===== src/rtl/adc_win_mon.sv =====
module adc_win_mon #(
  parameter int NCH = 12,
  parameter int RW  = 12,
  parameter int DW  = 32,
  parameter int AW  = 2
) (
  input  logic              clk,
  input  logic              rst_n,
  input  logic [NCH*RW-1:0] res_flat,
  input  logic [NCH-1:0]    res_done,
  input  logic              bus_sel,
  input  logic              bus_we,
  input  logic [AW-1:0]     bus_addr,
  input  logic [DW-1:0]     bus_wdata,
  output logic [DW-1:0]     bus_rdata,
  output logic              irq
);

  localparam int SEL_W   = 4;
  localparam int CNT_W   = 4;
  localparam int SEL_LSB = 0;
  localparam int CNT_LSB = 4;
  localparam int LE_BIT  = 8;
  localparam int EN_BIT  = 12;
  localparam logic [AW-1:0] A_CTRL = AW'(0);
  localparam logic [AW-1:0] A_THR  = AW'(1);

  logic [SEL_W-1:0] sel_q;
  logic [CNT_W-1:0] lim_q, hits_q;
  logic             le_q, en_q, irq_q;
  logic [RW-1:0]    thr_q, sel_res;
  logic             sel_done, chan_ok, hit, fire;

  wire ctrl_wr = bus_sel && bus_we && (bus_addr == A_CTRL);
  wire thr_wr  = bus_sel && bus_we && (bus_addr == A_THR);

  always_comb begin
    sel_res  = '0;
    sel_done = 1'b0;
    for (int i = 0; i < NCH; i++) begin
      if (int'(sel_q) == i) begin
        sel_res  = res_flat[i*RW +: RW];
        sel_done = res_done[i];
      end
    end
  end

  assign chan_ok = int'(sel_q) < NCH;
  assign hit  = en_q && chan_ok && sel_done &&
                (le_q ? (sel_res <= thr_q) : (sel_res >= thr_q));
  assign fire = hit && (hits_q >= lim_q);

  always_ff @(posedge clk or negedge rst_n) begin
    if (!rst_n) begin
      sel_q <= '0;
      lim_q <= '0;
      le_q  <= 1'b0;
      en_q  <= 1'b0;
      thr_q <= '0;
    end else begin
      if (ctrl_wr) begin
        sel_q <= bus_wdata[SEL_LSB +: SEL_W];
        lim_q <= bus_wdata[CNT_LSB +: CNT_W];
        le_q  <= bus_wdata[LE_BIT];
        en_q  <= bus_wdata[EN_BIT];
      end
      if (thr_wr) thr_q <= bus_wdata[RW-1:0];
    end
  end

  always_ff @(posedge clk or negedge rst_n) begin
    if (!rst_n) begin
      hits_q <= '0;
      irq_q  <= 1'b0;
    end else begin
      irq_q <= fire;
      if (!en_q || fire) hits_q <= '0;
      else if (hit)      hits_q <= hits_q + 1'b1;
    end
  end

  assign irq = irq_q;

  always_comb begin
    bus_rdata = '0;
    if (bus_addr == A_CTRL) begin
      bus_rdata[SEL_LSB +: SEL_W] = sel_q;
      bus_rdata[CNT_LSB +: CNT_W] = lim_q;
      bus_rdata[LE_BIT]           = le_q;
      bus_rdata[EN_BIT]           = en_q;
    end else if (bus_addr == A_THR) begin
      bus_rdata[RW-1:0] = thr_q;
    end
  end


  en_clear_chk: assert property (@(posedge clk) disable iff (!rst_n)
    !en_q |=> (hits_q == '0));


  irq_cause_chk: assert property (@(posedge clk) disable iff (!rst_n)
    irq |-> ($past(en_q) && $past(chan_ok) && $past(|res_done)));


  rsv_hold_chk: assert property (@(posedge clk) disable iff (!rst_n)
    (en_q && !chan_ok && !ctrl_wr) |=> $stable(hits_q));


  count_step_chk: assert property (@(posedge clk) disable iff (!rst_n)
    (hits_q != $past(hits_q)) |->
      (hits_q == '0 || hits_q == $past(hits_q) + 1'b1));


  idle_irq_chk: assert property (@(posedge clk) disable iff (!rst_n)
    !en_q |=> !irq);

endmodule


===== config.mk =====
export PLATFORM = sky130hd
export DESIGN_NAME = adc_win_mon
export DESIGN_NICKNAME = d
export VERILOG_FILES = /design/src/rtl/adc_win_mon.sv
export SDC_FILE = /design/constraint.sdc
export NUM_CORES = 1
export LEC_CHECK = 0
export BUFFER_PORTS_ARGS = -buffer_cell sky130_fd_sc_hd__buf_2
export CELL_PAD_IN_SITES_DETAIL_PLACEMENT = 1
export CELL_PAD_IN_SITES_GLOBAL_PLACEMENT = 2
export CORE_ASPECT_RATIO = 0.9
export CORE_MARGIN = 2
export CORE_UTILIZATION = 24
export DETAILED_ROUTE_END_ITERATION = 8
export GPL_TIMING_DRIVEN = 0
export PLACE_DENSITY_LB_ADDON = 0.1
export SYNTH_ARGS = -nofsm -noshare
export SYNTH_HDL_FRONTEND = slang
export SYNTH_SLANG_ARGS = --single-unit

===== constraint.sdc =====
create_clock -name clk -period 6.08 [get_ports clk]
set_input_delay 1.216 -clock clk [delete_from_list [all_inputs] [get_ports clk]]
set_output_delay 1.216 -clock clk [all_outputs]
set_load 0.01 [all_outputs]

==> reports/results.md <==
- 30.67% — routing usage on met2
- sky130_fd_sc_hd__a2111oi_4 — Slowest cell on crit path
- 0 — number of synthesized flops with an enable pin
- 27.02% — Slew headroom
- 0 — count of final hold-check violations
- 22.63% — M1 GR Usage
- compound AO/OA/AOI/OAI gates — Top Family by Delay on Critical Path
- sky130_fd_sc_hd__dfrtp_1 — cell accounting for the most synthesized area
- 222.8 MHz — fmax
- met2 — busiest grt layer
- 0 — number of post-CTS setup repair buffers
- 2.275 nW — standby leakage power
- 0.8019 — placer congestion estimate
- 40 — cell row count
- 12.87% — fraction of the mapped netlist area in simple logic gates
- 15 — depth of the worst register-to-register path
- 0 — antenna violations before repair
- 0 — post-route antenna net violation count
- 33.15% — portion of netlist area occupied by mux cells
- 6.604 ps — setup clock skew after layout
- 27 — Sink Count
- multiplexers — largest family of logic cells by synthesized area
- false — RSZ-0062 raised after global routing
- 1.086 mW — Final Power
- built — clock tree from TritonCTS
- 188 — Port Buf Inserts
- flip-flop — crit end category
- buf_2 -> mux4_2 -> mux2i_1 -> o311ai_1 -> a311oi_1 -> o211ai_1 -> ha_1 -> nor2b_1 -> o211ai_1 -> a211oi_1 -> o311a_1 -> a2111oi_4 -> o21ai_1 -> a31o_1 — cell chain of the critical path
- 0 — antenna fix cells
- 0 — count of yosys warnings during synthesis
- 0.0001199 V — worst supply voltage drop on vdd
- 759 — final net count
- 4489 ps — post-route minimum period
- 227 — I/O pins
- 100.0% — share of synthesized registers carrying an async set or reset
- 40.44% — Synth-to-Final Area Change
- 0 — post-cts hold buffer count
- res_flat[37] — start point of the critical path
- 260 ps — Clock Latency Late Sink
- 0% — fraction of synthesized cell area in xor and xnor cells
- hits_q[2] — timing endpoint of the critical path
- 1591 ps — fin worst setup slack
- 0 — number of max-slew violations in the final report
- 0 — # setup viols final
- 711 — post-placement cell count
- 0.003208 mm^2 — post-synthesis instance area
- 0.4543 mW — Net Switching
- flip-flop to flip-flop — class of the tightest hold or removal check
- 19,200 um — first-pass GRT wire length
- 0 ps — Total Negative Setup Slacks
- 17.74 um — average wire per standard cell
- sky130_fd_sc_hd__dfrtp_1, sky130_fd_sc_hd__mux4_2, sky130_fd_sc_hd__mux2i_1 — largest cells by area after synthesis
- 6.630% — Synth Area in Adders
- 1 — number of H-tree levels
- 1086 ps — transition at the pin with the smallest max-transition slack
- 73.83% — Final period util
- sky130_fd_sc_hd__dfrtp_1 — leading register cell type out of synthesis
- 480 ps — delay of the slowest cell on the worst path
- 22.7% — sequential fraction of design power
- 545.0 ps — hold slack
- 12,690 um — wire length after detailed routing
- sky130_fd_sc_hd__mux4_2, sky130_fd_sc_hd__dfrtp_1, sky130_fd_sc_hd__nand2_1 — top cell types by occurrence after synthesis
- 17.09% — combined global-route utilization of all metal layers
- 9 — largest fanout on the critical path
- 4.670 — per-cell via count in the routed design
- 28 — pin count of the biggest net entering global routing
- 10,700 um — HPWL reported at the end of detailed placement
- 21.06% — fraction of synthesized cell area taken by the top area cell type
- 2.720% — met3 global-route usage
- complete, no violations — run status
- 9.520 um^2 — Post-Synthesis Mean Instance Area
- 51 — number of distinct library cell variants in the gate-level netlist after synthesis
- 1 — worst path buffer plus inverter count
- 113.7 um — die outline height
- 125.9 um — die width
- input port to flip-flop — CP Class
- 4 — drt pass-1 iters
- 3,339 — total via count after detailed routing
- 241.0 mW/mm^2 — Pwr Density
- 21.06% — post-synthesis sequential area ratio
- 0 — post-route DRC violation count
- 0.01321 mm^2 — Core Footprint
- sky130_fd_sc_hd__clkbuf_16 — clock root buffer
- 14.0% — relative contribution of the clock network to total power
- 3 — total clock buffers created by CTS
- 14 — CP Depth
- 337 — cell count after synthesis
- 0.01431 mm^2 — full die area
- 24.28% — initial core utilization
- 2 — largest buffer count on any clock path
- 0 — MaxCap Viol Count
- 6240 ps — endpoint required time on the critical path
- 3,546 — vias in the first global route
- 15.37% — Synth Area in Compound Gates
- 41.84% — switching power as a share of total power
- 70 ps — clock transition time at the flip-flop clock pins of the worst setup and hold paths
- 0 — global route total overflow
- 0 — post-cts resize count
- 4640 ps — worst path arrival time
- 715 — number of cells in the finished layout apart from fillers
- hits_q[2] — endpoint of the worst-slack reg-to-reg timing path
- 1389 ps — pre-CTS setup slack
- 27 — FF+latch count, synth
- 1770 ps — register-to-register setup slack
- sel_q[0] — startpoint of the worst-slack reg-to-reg timing path
- sky130_fd_sc_hd__mux4_2 — leading cell type by number of instances after synthesis
- 49.91% — proportion of layout cells with a drive suffix above 1
- sky130_fd_sc_hd__o211ai_1 — cell repeated most along the worst path
- 0.6315 mW — P_int
- 93 — iteration-0 DRC count of the detailed router
- 63.3% — combinational share of power
- input port — startpoint type of the worst setup path
==> cell type report <==
cell class,instances,area (um^2)
Inverter,21,78.83
Clock buffer,4,78.83
Tap cell,168,210.2
Multi-Input combinational cell,264,2253
Fill cell,1636,8707
Sequential cell,27,675.6
Timing Repair Buffer,188,940.9
Buffer,43,267.8
==> cells by family (layout without fill, tap and decap cells) <==
| family | after synthesis | in the layout |
|---|---|---|
| buffers and inverters | 64 | 256 |
| AOI/OAI and AO/OA | 75 | 75 |
| other | 1 | 19 |
| DFF | 27 | 27 |
| and+or+nand+nor | 84 | 84 |
| muxes | 69 | 69 |
| adders and majority gates | 17 | 17 |
==> state kept, by name (all words and copies together) (netlist names) <==
register  cells
sel_q         4
hits_q        4
le_q          1
thr_q        12
lim_q         4
en_q          1
irq           1
==> metal layers <==
| layer | vias up | wire length [um] |
|---|---|---|
| li1 | 1635 | - |
| met1 | 1595 | 5679 |
| met3 | 4 | 589 |
| met4 | 0 | 70 |
| met2 | 105 | 6345 |
| met5 | - | 0 |
==> power groups by stage <==
stage	Combinational, mW	Sequential (mW)	Clock, mW
floorplan	0.480	0.238	0
global placement	0.678	0.248	0
detailed placement	0.692	0.250	0
CTS	0.698	0.247	0.156
global route	0.768	0.252	0.164
finish	0.687	0.246	0.152
==> worst min path at each step <==
stage,startpoint,endpoint,cells past startpoint
final,thr_q[8],thr_q[8],1
after global routing,thr_q[8],thr_q[8],1
after CTS,thr_q[8],thr_q[8],1
after detailed placement,thr_q[8],thr_q[8],1
after global placement,thr_q[8],thr_q[8],1
after floorplan,thr_q[10],thr_q[10],1
==> cell usage in the layout (no fill, tap or decap), types with 5 or more instances in the layout <==
cell / netlist / layout
sky130_fd_sc_hd__nand2b_1: 5 / 5
sky130_fd_sc_hd__dfrtp_1: 27 / 27
sky130_fd_sc_hd__buf_2: 7 / 195
sky130_fd_sc_hd__ha_1: 17 / 17
sky130_fd_sc_hd__mux2_2: 18 / 18
sky130_fd_sc_hd__mux2i_1: 23 / 23
sky130_fd_sc_hd__nor2_1: 22 / 22
sky130_fd_sc_hd__buf_1: 5 / 5
sky130_fd_sc_hd__inv_1: 19 / 19
sky130_fd_sc_hd__clkbuf_1: 7 / 8
sky130_fd_sc_hd__o21ai_0: 23 / 23
sky130_fd_sc_hd__mux4_2: 28 / 28
sky130_fd_sc_hd__conb_1: 1 / 19
sky130_fd_sc_hd__a21oi_1: 22 / 22
sky130_fd_sc_hd__nand3_1: 7 / 7
sky130_fd_sc_hd__nor2b_1: 5 / 5
sky130_fd_sc_hd__buf_4: 22 / 22
sky130_fd_sc_hd__nand2_1: 25 / 25
==> through the flow <==
step                cell area, um^2  utilization (%)
floorplan                      3276                -
global placement               4427            33.50
detailed placement             4427            33.50
CTS                            4506            34.10
global route                   4506            34.10
finish                         4506            34.10
No activity file was read; power rests on OpenSTA's default activity.
